===== config.mk =====
export PLATFORM = sky130hd
export DESIGN_NAME = flash_prog_ctrl
export DESIGN_NICKNAME = d
export VERILOG_FILES = /design/src/rtl/fpc_pkg.sv /design/src/rtl/fpc_decode.sv /design/src/rtl/fpc_unlock.sv /design/src/rtl/fpc_engine.sv /design/src/rtl/flash_prog_ctrl.sv
export SDC_FILE = /design/constraint.sdc
export NUM_CORES = 1
export LEC_CHECK = 0
export BUFFER_PORTS_ARGS = -buffer_cell sky130_fd_sc_hd__buf_2
export CAP_MARGIN = 10
export CORE_MARGIN = 3
export CORE_UTILIZATION = 56
export DETAILED_ROUTE_END_ITERATION = 7
export PLACE_DENSITY = 0.8
export SYNTH_ARGS = -nofsm -noshare
export SYNTH_HDL_FRONTEND = slang
export SYNTH_SLANG_ARGS = --single-unit

===== constraint.sdc =====
create_clock -name clk -period 3.58 [get_ports clk]
set_clock_uncertainty 0.05 [all_clocks]
set_input_delay 0.716 -clock clk [delete_from_list [all_inputs] [get_ports clk]]
set_output_delay 0.716 -clock clk [all_outputs]
set_load 0.01 [all_outputs]

===== src/rtl/fpc_pkg.sv =====
package fpc_pkg;

  localparam int BUS_W = 32;
  localparam int OFF_W = 6;
  localparam int OP_W  = 4;

  localparam logic [OP_W-1:0] OP_NOP   = 4'd0;
  localparam logic [OP_W-1:0] OP_WORD  = 4'd1;
  localparam logic [OP_W-1:0] OP_ERASE = 4'd4;

  localparam int BIT_GO   = 15;
  localparam int BIT_WREN = 14;
  localparam int BIT_WERR = 13;
  localparam int BIT_LERR = 12;

  localparam logic [BUS_W-1:0] KEY_ZERO = 32'h0000_0000;
  localparam logic [BUS_W-1:0] KEY_ONE  = 32'hAA99_6655;
  localparam logic [BUS_W-1:0] KEY_TWO  = 32'h5566_99AA;

  typedef enum logic [1:0] {
    RG_CTRL = 2'd0,
    RG_KEY  = 2'd1,
    RG_ADDR = 2'd2,
    RG_DATA = 2'd3
  } reg_sel_e;

  typedef enum logic [1:0] {
    AL_ALL = 2'd0,
    AL_SET = 2'd1,
    AL_CLR = 2'd2,
    AL_RSV = 2'd3
  } alias_e;

  typedef enum logic [1:0] {
    KS_IDLE = 2'd0,
    KS_GOT0 = 2'd1,
    KS_GOT1 = 2'd2,
    KS_OPEN = 2'd3
  } key_st_e;

  function automatic logic [BUS_W-1:0] alias_apply(input logic [BUS_W-1:0] cur,
                                                   input logic [BUS_W-1:0] wd,
                                                   input alias_e           al);
    logic [BUS_W-1:0] r;
    case (al)
      AL_ALL:  r = wd;
      AL_SET:  r = cur | wd;
      AL_CLR:  r = cur & ~wd;
      default: r = cur;
    endcase
    return r;
  endfunction

endpackage


===== src/rtl/fpc_decode.sv =====
module fpc_decode
  import fpc_pkg::*;
(
  input  logic             req_valid,
  input  logic             req_write,
  input  logic [OFF_W-1:0] req_addr,
  output logic             acc,
  output logic             rd_en,
  output logic             wr_ok,
  output logic             key_wr,
  output reg_sel_e         sel,
  output alias_e           al
);

  logic [1:0] unused_low;

  assign unused_low = req_addr[1:0];
  assign sel    = reg_sel_e'(req_addr[5:4]);
  assign al     = alias_e'(req_addr[3:2]);
  assign acc    = req_valid;
  assign rd_en  = req_valid && !req_write;
  // key writes take the raw value through any alias
  assign key_wr = req_valid && req_write && (sel == RG_KEY);
  // writes to control, address, data with a usable alias
  assign wr_ok  = req_valid && req_write && (al != AL_RSV) && (sel != RG_KEY);

endmodule


===== src/rtl/fpc_unlock.sv =====
module fpc_unlock
  import fpc_pkg::*;
(
  input  logic             clk,
  input  logic             rst,
  input  logic             acc,
  input  logic             key_wr,
  input  logic [BUS_W-1:0] wdata,
  output logic             unlocked
);

  key_st_e st_q, st_d;

  always_comb begin
    st_d = st_q;
    if (key_wr) begin
      if (wdata == KEY_ZERO)                         st_d = KS_GOT0;
      else if (st_q == KS_GOT0 && wdata == KEY_ONE)  st_d = KS_GOT1;
      else if (st_q == KS_GOT1 && wdata == KEY_TWO)  st_d = KS_OPEN;
      else                                           st_d = KS_IDLE;
    end else if (acc) begin
      st_d = KS_IDLE;
    end
  end

  always_ff @(posedge clk) begin
    if (rst) st_q <= KS_IDLE;
    else     st_q <= st_d;
  end

  assign unlocked = (st_q == KS_OPEN);

  // the open state is reached only by the final key value
  p_open_after_key_r3: assert property (@(posedge clk) disable iff (rst)
    $rose(unlocked) |-> $past(key_wr && wdata == KEY_TWO));

  // whatever access follows an open unlock relocks it
  p_single_use_r4: assert property (@(posedge clk) disable iff (rst)
    unlocked && acc |=> !unlocked);

endmodule


===== src/rtl/fpc_engine.sv =====
module fpc_engine
  import fpc_pkg::*;
#(
  parameter int PAGE_BYTES = 1024
)(
  input  logic             clk,
  input  logic             rst,
  input  logic             ctrl_wr,
  input  logic [BUS_W-1:0] ctrl_nv,
  input  logic             unlocked,
  input  logic [BUS_W-1:0] addr_q,
  input  logic [BUS_W-1:0] data_q,
  input  logic             array_done,
  input  logic             array_wr_err,
  input  logic             array_lv_err,
  output logic             busy,
  output logic [BUS_W-1:0] ctrl_word,
  output logic             cmd_valid,
  output logic [OP_W-1:0]  cmd_op,
  output logic [BUS_W-1:0] cmd_addr,
  output logic [BUS_W-1:0] cmd_data
);

  localparam int PAGE_LSB = $clog2(PAGE_BYTES);
  localparam logic [BUS_W-1:0] PAGE_MASK = ~((BUS_W'(1) << PAGE_LSB) - BUS_W'(1));

  logic            busy_q, wren_q, werr_q, lerr_q;
  logic [OP_W-1:0] op_q;
  logic            cv_q;
  logic [OP_W-1:0] cop_q;
  logic [BUS_W-1:0] cad_q, cdt_q;

  logic [OP_W-1:0] nv_op;
  logic            nv_wren, nv_go;
  logic            start_try, do_launch, do_flag, do_nop;
  logic [BUS_W-1:0] launch_addr;
  logic            unused_nv;

  assign nv_op     = ctrl_nv[OP_W-1:0];
  assign nv_wren   = ctrl_nv[BIT_WREN];
  assign nv_go     = ctrl_nv[BIT_GO];
  assign unused_nv = ^{ctrl_nv[BUS_W-1:16], ctrl_nv[BIT_WERR:OP_W]};

  assign start_try = ctrl_wr && !busy_q && nv_go && nv_wren && wren_q && unlocked;

  always_comb begin
    do_launch   = 1'b0;
    do_flag     = 1'b0;
    do_nop      = 1'b0;
    launch_addr = addr_q;
    case (nv_op)
      OP_NOP:   do_nop = 1'b1;
      OP_WORD:  if (addr_q[1:0] == 2'b00) do_launch = 1'b1;
                else                      do_flag   = 1'b1;
      OP_ERASE: begin
        do_launch   = 1'b1;
        launch_addr = addr_q & PAGE_MASK;
      end
      default:  do_flag = 1'b1;
    endcase
  end

  always_ff @(posedge clk) begin
    if (rst) begin
      busy_q <= 1'b0;
      wren_q <= 1'b0;
      werr_q <= 1'b0;
      lerr_q <= 1'b0;
      op_q   <= '0;
      cv_q   <= 1'b0;
      cop_q  <= '0;
      cad_q  <= '0;
      cdt_q  <= '0;
    end else begin
      cv_q <= 1'b0;
      if (busy_q) begin
        if (array_done) begin
          busy_q <= 1'b0;
          werr_q <= werr_q | array_wr_err;
          lerr_q <= lerr_q | array_lv_err;
        end
      end else if (ctrl_wr) begin
        op_q   <= nv_op;
        wren_q <= nv_wren;
        if (!nv_wren) begin
          werr_q <= 1'b0;
          lerr_q <= 1'b0;
        end
        if (start_try) begin
          if (do_nop) begin
            werr_q <= 1'b0;
            lerr_q <= 1'b0;
          end
          if (do_flag) werr_q <= 1'b1;
          if (do_launch) begin
            busy_q <= 1'b1;
            cv_q   <= 1'b1;
            cop_q  <= nv_op;
            cad_q  <= launch_addr;
            cdt_q  <= data_q;
          end
        end
      end
    end
  end

  assign busy      = busy_q;
  assign cmd_valid = cv_q;
  assign cmd_op    = cop_q;
  assign cmd_addr  = cad_q;
  assign cmd_data  = cdt_q;
  assign ctrl_word = {16'h0000, busy_q, wren_q, werr_q, lerr_q, 8'h00, op_q};

  // the strobe lasts a single cycle
  p_strobe_single_r6: assert property (@(posedge clk) disable iff (rst)
    cmd_valid |=> !cmd_valid);

  // a strobe only appears while the operation is in flight
  p_strobe_busy_r7: assert property (@(posedge clk) disable iff (rst)
    cmd_valid |-> busy);

  // busy holds until the array answers
  p_busy_hold_r7: assert property (@(posedge clk) disable iff (rst)
    busy && !array_done |=> busy);

  // an operation starts only right after an open unlock
  p_go_needs_key_r3: assert property (@(posedge clk) disable iff (rst)
    $rose(busy) |-> $past(unlocked));

  // word-write commands are always aligned
  p_word_aligned_r10: assert property (@(posedge clk) disable iff (rst)
    cmd_valid && cmd_op == OP_WORD |-> cmd_addr[1:0] == 2'b00);

  // erase commands point at a page boundary
  p_erase_page_r9: assert property (@(posedge clk) disable iff (rst)
    cmd_valid && cmd_op == OP_ERASE |-> (cmd_addr & ~PAGE_MASK) == '0);

endmodule


===== src/rtl/flash_prog_ctrl.sv =====
module flash_prog_ctrl
  import fpc_pkg::*;
#(
  parameter int PAGE_BYTES = 1024
)(
  input  logic        clk,
  input  logic        rst,
  input  logic        req_valid,
  input  logic        req_write,
  input  logic [5:0]  req_addr,
  input  logic [31:0] req_wdata,
  output logic [31:0] rsp_rdata,
  output logic        cmd_valid,
  output logic [3:0]  cmd_op,
  output logic [31:0] cmd_addr,
  output logic [31:0] cmd_data,
  input  logic        array_done,
  input  logic        array_wr_err,
  input  logic        array_lv_err
);

  logic             acc, rd_en, wr_ok, key_wr, unlocked, busy;
  reg_sel_e         sel;
  alias_e           al;
  logic [BUS_W-1:0] ctrl_word, ctrl_nv, addr_q, data_q, rd_q;

  fpc_decode u_dec (
    .req_valid (req_valid),
    .req_write (req_write),
    .req_addr  (req_addr),
    .acc       (acc),
    .rd_en     (rd_en),
    .wr_ok     (wr_ok),
    .key_wr    (key_wr),
    .sel       (sel),
    .al        (al)
  );

  fpc_unlock u_key (
    .clk      (clk),
    .rst      (rst),
    .acc      (acc),
    .key_wr   (key_wr),
    .wdata    (req_wdata),
    .unlocked (unlocked)
  );

  assign ctrl_nv = alias_apply(ctrl_word, req_wdata, al);

  fpc_engine #(.PAGE_BYTES(PAGE_BYTES)) u_eng (
    .clk          (clk),
    .rst          (rst),
    .ctrl_wr      (wr_ok && sel == RG_CTRL),
    .ctrl_nv      (ctrl_nv),
    .unlocked     (unlocked),
    .addr_q       (addr_q),
    .data_q       (data_q),
    .array_done   (array_done),
    .array_wr_err (array_wr_err),
    .array_lv_err (array_lv_err),
    .busy         (busy),
    .ctrl_word    (ctrl_word),
    .cmd_valid    (cmd_valid),
    .cmd_op       (cmd_op),
    .cmd_addr     (cmd_addr),
    .cmd_data     (cmd_data)
  );

  // address and data share one structure, frozen while busy
  for (genvar g = 0; g < 2; g++) begin : g_gp
    localparam reg_sel_e MY_SEL = (g == 0) ? RG_ADDR : RG_DATA;
    logic [BUS_W-1:0] q;
    always_ff @(posedge clk) begin
      if (rst)                                  q <= '0;
      else if (wr_ok && sel == MY_SEL && !busy) q <= alias_apply(q, req_wdata, al);
    end
  end

  assign addr_q = g_gp[0].q;
  assign data_q = g_gp[1].q;

  always_ff @(posedge clk) begin
    if (rst) rd_q <= '0;
    else if (rd_en) begin
      case (sel)
        RG_CTRL: rd_q <= ctrl_word;
        RG_ADDR: rd_q <= addr_q;
        RG_DATA: rd_q <= data_q;
        default: rd_q <= '0;
      endcase
    end
  end

  assign rsp_rdata = rd_q;

  // operands cannot move under a running operation
  p_addr_frozen_r11: assert property (@(posedge clk) disable iff (rst)
    $past(busy) && busy |-> $stable(addr_q));

  p_data_frozen_r11: assert property (@(posedge clk) disable iff (rst)
    $past(busy) && busy |-> $stable(data_q));

endmodule


==> results.sh, run 1 <==
export IMPL_outcome="finished, final reports clean"
export IMPL_powerDensity_nw_per_um2=447.1
export IMPL_yosysWarnings=0
export IMPL_critical_path_required_ps=3890
export IMPL_postCtsSetupBuffers=0
export IMPL_clockRootBuffer="clkbuf_16"
export IMPL_clkPwrFrac_pct=43.2
export IMPL_wl_microns=22320
export IMPL_layout_commonest_cell="dfxtp_1"
export IMPL_cts_sinks=175
export IMPL_synth_seq_area_share_pct=43.96
export IMPL_clkTransAtPathRegs_ps=60
export IMPL_synth_top_family_by_area="simple AND/OR/NAND/NOR gates"
export IMPL_holdWs_ps=402.8
export IMPL_clk_path_buf_depth=2
export IMPL_synthMuxAreaShare_pct=11.60
export IMPL_start_util_pct=58.78
export IMPL_vdd_ir_drop_worst_uv=354.8
export IMPL_setup_tns_ps=0
export IMPL_synth_enable_flop_cells=0
export IMPL_fmax_mhz=338.1
export IMPL_cts_buffers_inserted=17
export IMPL_ys_top_cells_by_area="dfxtp_1 (44%), a21oi_1 (7.9%), mux2i_1 (7.8%)"
export IMPL_cap_violations=0
export IMPL_p_switching_w=0.001030
export IMPL_most_common_layout_cells="dfxtp_1 (175), buf_2 (142), nor2_1 (136)"
export IMPL_ant_nets=0
export IMPL_cts_tree="done"
export IMPL_viasPerCell=5.864
export IMPL_setup_ws_ps=622.0
export IMPL_core_sq_um=13560
export IMPL_ys_seq_elements=175
export IMPL_path_max_fanout=40
export IMPL_dr_pass1_iters=5
export IMPL_clock_latency_ps=430
export IMPL_placedCellCount=1236
export IMPL_antenna_found_initial=0
export IMPL_synth_top_area_cell="dfxtp_1"
export IMPL_instances_no_fill=1268
export IMPL_slew_headroom_pct=33.65
export IMPL_drt_iter0_drc=832
export IMPL_rows=42
export IMPL_finalMaxSlewViolations=0
export IMPL_final_period_utilization_pct=82.62
export IMPL_die_height_microns=125.3
export IMPL_synth_nets=1017
export IMPL_synth_fa_ha_area_share_pct=0.6280
export IMPL_rsz0062_at_grt="no"
export IMPL_cp_end_kind="register"
export IMPL_cp_start_kind="input pin"
export IMPL_drc=0
export IMPL_htreeDepth=4
export IMPL_preCtsSetupSlack_ps=316.7
export IMPL_drive_gt1_share_pct=20.42
export IMPL_diodes=0
export IMPL_dp_hpwl_microns=15050
export IMPL_finish_net_count=1128
export IMPL_die_w_microns=125.3
export IMPL_boundaryPins=146
export IMPL_post_cts_resize_count=0
export IMPL_synth_ff_type="dfxtp_1"
export IMPL_synth_area_sq_um=7969
export IMPL_power_leakage_nw=3.696
export IMPL_gp_congestion=0.9346
export IMPL_yosys_cell_types_count=50
export IMPL_grt_pass1_wl_microns=35870
export IMPL_num_vias=7436
export IMPL_worst_pin_slew_ps=995.3
export IMPL_intPower_w=0.003134
export IMPL_syn_inst=968
export IMPL_cts_hold_buf=0
export IMPL_setup_violations=0
export IMPL_io_buffers=143
export IMPL_total_power_w=0.004164
export IMPL_swShare_pct=24.74
export IMPL_fin_crit_ps=2958
export IMPL_die_area_sq_um=15700
export IMPL_combPwrFrac_pct=9.2
export IMPL_postSynthAreaPerCell_sq_um=8.232
export IMPL_areaGrowthSynthToFinish_pct=16.86
export IMPL_grt_ovfl_total=0
export IMPL_hp_class="reg2reg"
export IMPL_critPathArrivalTime_ps=3260
export IMPL_yosys_area_share_simple_pct=21.68
export IMPL_synth_xor_area_share_pct=0
export IMPL_synth_top_area_share_pct=43.96
export IMPL_hold_violations=0
export IMPL_routedWlPerCell_microns=17.61
export IMPL_grt_max_degree=78
export IMPL_grt_pass1_vias=6943
export IMPL_ys_async_sr_fraction_pct=0
export IMPL_path_class="in2reg"
export IMPL_grt_use_total_pct=27.85
export IMPL_seqPwrFrac_pct=47.6
export IMPL_synth_compound_area_share_pct=15.80
-- per-stage QoR --
step,cell area (sq um),util [%]
final,9313,68.69
after global routing,9313,68.69
after CTS,9313,68.69
after detailed placement,8743,64.49
after global placement,8743,64.49
after floorplan,7969,-
-- power groups by stage --
stage	sequential [W]	combinational [W]	clock (W)
floorplan	0.00202	0.000242	0
global placement	0.00202	0.000363	0
detailed placement	0.00202	0.000369	0
CTS	0.00198	0.000373	0.00181
global route	0.00198	0.000418	0.00189
finish	0.00198	0.000381	0.00180
-- worst paths after layout --
kind,from,slack (ps),end,depth (start not counted)
worst max-delay path,req_addr[2],620,u_eng.cmd_addr[17]$_SDFFE_PP0P_,9
worst min-delay path,u_eng.cmd_data[21]$_SDFFE_PP0P_,400,u_eng.cmd_data[21]$_SDFFE_PP0P_,2
worst max register to register,u_eng.busy$_SDFF_PP0_,1160,u_eng.cmd_addr[9]$_SDFFE_PP0P_,5
worst min register to register,u_eng.cmd_data[21]$_SDFFE_PP0P_,400,u_eng.cmd_data[21]$_SDFFE_PP0P_,2
-- cell families after synthesis --
| group | after synthesis |
|---|---|
| multiplexers | 89 |
| AO/OA/AOI/OAI | 203 |
| adder cells (fa/ha/maj) | 4 |
| flip-flops | 175 |
| buffers and inverters | 112 |
| AND/OR/NAND/NOR | 385 |
-- cell type report --
class / count / area (sq um)
repair buffers: 165 / 908.4
flip-flops and latches: 175 / 3503
clock buffers: 23 / 457.9
multi-input cells: 681 / 3964
inverters: 39 / 147.6
fillers: 1132 / 4245
clock inverters: 9 / 111.4
well taps: 176 / 220.2
-- flip-flops by register name, indices dropped and copies added, names as in the netlist, 2 cells and up --
name	cells
addr_q	32
data_q	32
rsp_rdata	32
u_eng.cmd_addr	32
u_eng.cmd_data	32
u_eng.cmd_op	4
u_eng.op_q	4
u_key.st_q	2
-- per-layer routing --
metal	share of wire, %	vias to the layer above	GRT usage [%]
li1	-	3582	-
met1	43	3458	38.51
met2	45	342	42.71
met3	9.4	54	6.866
met4	2.7	0	9.821
met5	0	-	0
-- cell usage after synthesis (20+ instances only) --
library cell and count:
dfxtp_1 175, nor2_1 136, a21oi_1 125, nand2_1 115, nor3_1 64, mux2i_1 62, clkbuf_1 50, inv_1 38
mux2_2 25, a22oi_1 24, a211oi_1 20
-- worst max-delay path, cell delays in order --
cell and delay, ps:
buf_2 120, ha_1 300, or2_0 230, buf_4 170, o32ai_1 470, and2_1 360
o2111a_2 330, buf_12 280, mux2i_1 230
Note: power is estimated with default switching activity, not from simulation.
==> inputs of run 2 (changes only) <==
--- a/config.mk
+++ b/config.mk
@@ -8,9 +8,9 @@
 export BUFFER_PORTS_ARGS = -buffer_cell sky130_fd_sc_hd__buf_2
 export CAP_MARGIN = 10
 export CORE_MARGIN = 3
-export CORE_UTILIZATION = 56
+export CORE_UTILIZATION = 50
 export DETAILED_ROUTE_END_ITERATION = 7
-export PLACE_DENSITY = 0.8
+export PLACE_DENSITY = 0.76
 export SYNTH_ARGS = -nofsm -noshare
 export SYNTH_HDL_FRONTEND = slang
 export SYNTH_SLANG_ARGS = --single-unit
==> constraint.sdc (replaced) <==
create_clock -name clk -period 2.5 [get_ports clk]
set_clock_uncertainty 0.05 [all_clocks]
set_input_delay 0.5 -clock clk [delete_from_list [all_inputs] [get_ports clk]]
set_output_delay 0.5 -clock clk [all_outputs]
set_load 0.01 [all_outputs]
==> run 2 against run 1 <==
- global-route usage shrank 2.2 points
- non-clock buffer count grew 30
- via count shrank 0.23%
- worst hold slack lost 91 ps
- critical path type unchanged
==> results.sh, run 2 (synthesis gave the netlist of run 1 again) <==
export IMPL_outcome="finished, final reports clean"
export IMPL_io_buffers=143
export IMPL_cap_violations=0
export IMPL_hold_violations=0
export IMPL_clkTransAtPathRegs_ps=70
export IMPL_finalMaxSlewViolations=0
export IMPL_post_cts_resize_count=0
export IMPL_cts_hold_buf=0
export IMPL_hp_class="in2reg"
export IMPL_total_power_w=0.006149
export IMPL_viasPerCell=5.553
export IMPL_num_vias=7419
export IMPL_startpoint="req_addr[3]"
export IMPL_areaGrowthSynthToFinish_pct=21.51
export IMPL_boundaryPins=146
export IMPL_clockRootBuffer="clkbuf_16"
export IMPL_cts_sinks=175
export IMPL_ant_nets=0
export IMPL_antenna_found_initial=2
export IMPL_fin_crit_ps=2241
export IMPL_drc=0
export IMPL_placedCellCount=1301
export IMPL_htreeDepth=4
export IMPL_grtUsageMet1_pct=34.79
export IMPL_layout_commonest_cell="dfxtp_1"
export IMPL_grt_pass1_vias=7068
export IMPL_cts_buffers_inserted=17
export IMPL_die_height_microns=132.2
export IMPL_busiest_layer="met2"
export IMPL_critical_path_required_ps=2820
export IMPL_core_sq_um=15370
export IMPL_wl_microns=22520
export IMPL_clock_latency_ps=440
export IMPL_grt_ovfl_total=0
export IMPL_finish_net_count=1158
export IMPL_cts_tree="done"
export IMPL_use_met2_pct=38.65
export IMPL_rows=45
export IMPL_drive_gt1_share_pct=23.35
export IMPL_grt_use_total_pct=25.68
export IMPL_slew_headroom_pct=37.54
export IMPL_routedWlPerCell_microns=16.86
export IMPL_setup_violations=0
export IMPL_dp_hpwl_microns=15700
export IMPL_cp_start_kind="input pin"
export IMPL_power_leakage_nw=3.881
export IMPL_path_class="in2reg"
export IMPL_final_period_utilization_pct=89.65
export IMPL_most_common_layout_cells="dfxtp_1 (175), buf_2 (142), nor2_1 (136)"
export IMPL_path_max_fanout=36
export IMPL_fmax_mhz=446.2
export IMPL_hold_start="array_done"
export IMPL_fill_cells=1360
export IMPL_die_w_microns=132.2
export IMPL_postCtsSetupBuffers=0
export IMPL_rr_startpoint="u_eng.busy$_SDFF_PP0_"
export IMPL_grt_pass1_wl_microns=36650
export IMPL_gp_congestion=0.8838
export IMPL_grt_max_degree=87
export IMPL_drt_iter0_drc=712
export IMPL_gr_usage_met3_pct=6.603
export IMPL_worst_pin_slew_ps=936.8
export IMPL_powerDensity_nw_per_um2=635.0
export IMPL_instances_no_fill=1336
export IMPL_rsz0062_at_grt="no"
export IMPL_vdd_ir_drop_worst_uv=523.9
export IMPL_start_util_pct=51.84
export IMPL_critPathArrivalTime_ps=2560
export IMPL_die_area_sq_um=17490
export IMPL_cp_end_kind="register"
export IMPL_dr_pass1_iters=5
export IMPL_clk_path_buf_depth=2
run 2: metal layers:
metal / vias to the layer above / routed length (microns)
met5: - / 0
met4: 0 / 658
met3: 46 / 1571
met2: 279 / 9842
met1: 3444 / 10450
li1: 3650 / -
run 2: critical path, stage by stage:
cell	delay, ps
buf_2	100
inv_1	50
ha_1	190
or2_0	220
buf_4	170
o32ai_4	290
and3b_1	220
o2111a_2	280
buf_12	280
mux2i_1	230
run 2: area by class of cell:
cell class	instances	area, sq um	share of cell area, %
antenna	3	7.507	0.07753
multi-input combinational	681	3984	41.14
clock inverter	13	152.6	1.576
sequential	175	3503	36.18
tap	211	264.0	2.726
timing repair buffer	195	1171	12.09
inverter	39	147.6	1.525
clock buffer	19	452.9	4.678
run 2: power breakdown:
group,total [W],internal (W),switching [W]
Clock,0.00273,0.00155,0.00118
Sequential,0.00284,0.00281,0.0000223
Combinational,0.000583,0.000206,0.000376
run 2: path summary, 6_finish.rpt:
path | to | slack, ps | depth (start not counted)
setup / recovery | u_eng.cmd_addr[16]$_SDFFE_PP0P_ | 260 | 10
setup reg to reg | u_eng.cmd_addr[0]$_SDFFE_PP0P_ | 330 | 5
hold / removal | u_eng.busy$_SDFF_PP0_ | 310 | 3
hold reg to reg | u_eng.cmd_data[21]$_SDFFE_PP0P_ | 400 | 2
run 2: per-stage QoR:
step / setup slack, ps / setup TNS (ps) / hold slack (ps) / cell area (sq um) / util [%]
after floorplan: -12.91 / -25.82 / 397.3 / 7995 / -
after global placement: -139.5 / -7864 / 388.9 / 9070 / 59.01
after detailed placement: -215.1 / -11080 / 394.4 / 9070 / 59.01
after CTS: 270.4 / 0 / 287.5 / 9676 / 62.95
after global routing: 96.87 / 0 / 347.5 / 9681 / 62.98
final: 258.7 / 0 / 312.0 / 9683 / 63.00
==> inputs of run 3 (changes only) <==
--- a/config.mk
+++ b/config.mk
@@ -5,12 +5,13 @@
 export SDC_FILE = /design/constraint.sdc
 export NUM_CORES = 1
 export LEC_CHECK = 0
+export ABC_AREA = 1
 export BUFFER_PORTS_ARGS = -buffer_cell sky130_fd_sc_hd__buf_2
-export CAP_MARGIN = 10
 export CORE_MARGIN = 3
-export CORE_UTILIZATION = 50
+export CORE_UTILIZATION = 51
 export DETAILED_ROUTE_END_ITERATION = 7
-export PLACE_DENSITY = 0.76
+export GPL_TIMING_DRIVEN = 0
+export PLACE_DENSITY = 0.77
 export SYNTH_ARGS = -nofsm -noshare
 export SYNTH_HDL_FRONTEND = slang
 export SYNTH_SLANG_ARGS = --single-unit
==> run 3 against run 2 <==
- sequential share of layout area shrank 0.15 points
- core utilization hardly changed
- first-iteration DRC count is 54% higher
- register-to-register slack got worse by 70 ps
- worst setup slack lost 120 ps
- die area is 0.60% higher
- routed wire length increased by 24%
- non-clock buffer count grew 20
- critical endpoint is now addr_q[30]$_SDFFE_PP0P_
==> results.sh, run 3 <==
export IMPL_outcome="finished, final reports clean"
export IMPL_critPathArrivalTime_ps=2680
export IMPL_start_util_pct=53.02
export IMPL_grt_ovfl_total=0
export IMPL_yosysWarnings=0
export IMPL_powerDensity_nw_per_um2=639.6
export IMPL_ys_top_cells_by_area="dfxtp_1 (43%), o21ai_0 (9.6%), nor2_1 (8.9%)"
export IMPL_gp_congestion=0.9972
export IMPL_hp_class="in2reg"
export IMPL_clockRootBuffer="clkbuf_16"
export IMPL_io_buffers=142
export IMPL_clkPwrFrac_pct=41.7
export IMPL_yosys_cell_types_count=35
export IMPL_drt_iter0_drc=1095
export IMPL_syn_inst=1173
export IMPL_synth_common_cells="nor2_1 (194), dfxtp_1 (175), o21ai_0 (157)"
export IMPL_cpMaxStageDelayCell="nor2_1"
export IMPL_most_common_layout_cells="nor2_1 (194), dfxtp_1 (175), o21ai_0 (157)"
export IMPL_wl_microns=27960
export IMPL_die_w_microns=132.6
export IMPL_seqPwrFrac_pct=46.4
export IMPL_areaGrowthSynthToFinish_pct=18.89
export IMPL_synth_top_area_share_pct=42.83
export IMPL_fill_cells=1522
export IMPL_die_height_microns=132.6
export IMPL_grt_use_total_pct=30.79
export IMPL_hold_violations=0
export IMPL_rr_startpoint="u_eng.busy$_SDFF_PP0_"
export IMPL_worst_pin_slew_ps=918.2
export IMPL_viasPerCell=5.724
export IMPL_ys_seq_elements=175
export IMPL_ys_async_sr_fraction_pct=0
export IMPL_routedWlPerCell_microns=17.92
export IMPL_cp_end_kind="register"
export IMPL_synth_nets=1222
export IMPL_ant_nets=0
export IMPL_finish_net_count=1383
export IMPL_boundaryPins=146
export IMPL_cts_sinks=175
export IMPL_rsz0062_at_grt="no"
export IMPL_die_area_sq_um=17590
export IMPL_htreeDepth=4
export IMPL_swShare_pct=27.84
export IMPL_synth_area_sq_um=8179
export IMPL_postSynthAreaPerCell_sq_um=6.973
export IMPL_cap_violations=0
export IMPL_p_switching_w=0.001731
export IMPL_clock_latency_ps=440
export IMPL_postCtsSetupBuffers=0
export IMPL_yosysMostFrequentCell="nor2_1"
export IMPL_slowest_delay_ps=700
export IMPL_num_vias=8929
export IMPL_fin_crit_ps=2357
export IMPL_startpoint="req_addr[2]"
export IMPL_synth_seq_area_share_pct=42.83
export IMPL_post_cts_resize_count=0
export IMPL_power_leakage_nw=4.299
export IMPL_critical_path_required_ps=2820
export IMPL_cp_start_kind="input pin"
export IMPL_drc=0
export IMPL_cts_buffers_inserted=17
export IMPL_core_sq_um=15430
export IMPL_synth_top_area_cell="dfxtp_1"
export IMPL_dp_hpwl_microns=20670
export IMPL_grt_pass1_vias=8224
export IMPL_fmax_mhz=424.3
export IMPL_instances_no_fill=1560
export IMPL_placedCellCount=1526
export IMPL_finalMaxSlewViolations=0
export IMPL_final_core_util_pct=63.03
export IMPL_grt_max_degree=17
export IMPL_layout_commonest_cell="nor2_1"
export IMPL_synth_enable_flop_cells=0
export IMPL_path_class="in2reg"
export IMPL_clk_path_buf_depth=2
export IMPL_cp_cell_sequence="buf_2, ha_1, buf_6, nor2_2, nand2_2, nor2_1, clkbuf_1, o21ai_0, a21oi_1"
export IMPL_hold_start="array_done"
export IMPL_slew_headroom_pct=38.56
export IMPL_synth_ff_type="dfxtp_1"
export IMPL_intPower_w=0.004489
export IMPL_clkTransAtPathRegs_ps=70
export IMPL_dr_pass1_iters=6
export IMPL_combPwrFrac_pct=11.9
export IMPL_drive_gt1_share_pct=15.07
export IMPL_cts_hold_buf=0
export IMPL_grt_pass1_wl_microns=43140
export IMPL_setup_tns_ps=0
export IMPL_cts_tree="done"
export IMPL_path_max_fanout=10
export IMPL_setup_violations=0
export IMPL_vdd_ir_drop_worst_uv=533.1
export IMPL_antenna_found_initial=2
export IMPL_rows=45
export IMPL_final_period_utilization_pct=94.28
==> run 3: cell count changes after synthesis, moves of 58 or more <==
| cell | previous run | this run |
|---|---|---|
| nor2_1 | 136 | 194 |
| a31oi_1 | 2 | 62 |
| o21ai_0 | 2 | 157 |
| inv_1 | 38 | 138 |
| nor3_1 | 64 | 5 |
| mux2i_1 | 62 | 0 |
==> run 3: path summary, 6_finish.rpt <==
kind | slack, ps | depth (start not counted) | endpoint
min | 240 | 2 | u_eng.busy$_SDFF_PP0_
max reg2reg | 260 | 6 | addr_q[30]$_SDFFE_PP0P_
max | 140 | 9 | addr_q[30]$_SDFFE_PP0P_
min reg2reg | 390 | 2 | u_eng.cmd_addr[1]$_SDFFE_PP0P_
==> run 3: cell type report <==
cell class                 instances  area [sq um]  area share [%]
inverter                         148         555.5           5.713
multi-input combinational        777          3780           38.87
antenna                            2         5.005         0.05147
clock buffer                      20         456.7           4.696
tap                              211         264.0           2.715
timing repair buffer             142         710.7           7.308
buffer                            73         341.6           3.513
sequential                       175          3503           36.03
clock inverter                    12         107.6           1.107
==> run 3: kinds of logic (layout without fill, tap and decap cells) <==
| logic type | Yosys count | in the layout | synth area share [%] |
|---|---|---|---|
| DFF | 175 | 175 | 42.83 |
| other | 0 | 2 | 0 |
| buffers and inverters | 221 | 395 | 10.95 |
| and+or+nand+nor | 386 | 386 | 19.44 |
| AOI/OAI and AO/OA | 387 | 387 | 26.16 |
| adders and majority gates | 4 | 4 | 0.6119 |
==> run 3: metal layers <==
layer | GRT usage, % | part of all wire [%]
met5 | 0 | 0.032
met4 | 12.24 | 3.5
met3 | 6.274 | 10
met2 | 47.31 | 44
met1 | 42.54 | 42
==> run 3: critical path: cells and delay by family <==
kind                     cells  cell delay, ps
AND/OR/NAND/NOR              3             930
buffers and inverters        3             730
AO/OA/AOI/OAI                2             310
adder cells (fa/ha/maj)      1             200
==> run 3: per-stage QoR <==
step	cell area [sq um]	setup slack (ps)	total power, W	hold slack, ps
floorplan	8179	354.9	0.003391	393.4
global placement	9154	-247.1	0.003651	376.2
detailed placement	9154	-273.7	0.003658	386.7
CTS	9718	171.1	0.006190	227.7
global route	9722	24.34	0.006420	231.4
finish	9724	143.0	0.006220	235.3
==> run 3: power groups by stage <==
| stage | sequential (W) | combinational, W | clock (W) |
|---|---|---|---|
| 2_1_floorplan | 0.00295 | 0.000446 | 0 |
| 3_3_place_gp | 0.00295 | 0.000704 | 0 |
| 3_5_place_dp | 0.00295 | 0.000710 | 0 |
| 4_1_cts | 0.00289 | 0.000715 | 0.00259 |
| 5_1_grt | 0.00289 | 0.000802 | 0.00273 |
| 6_report | 0.00289 | 0.000739 | 0.00259 |
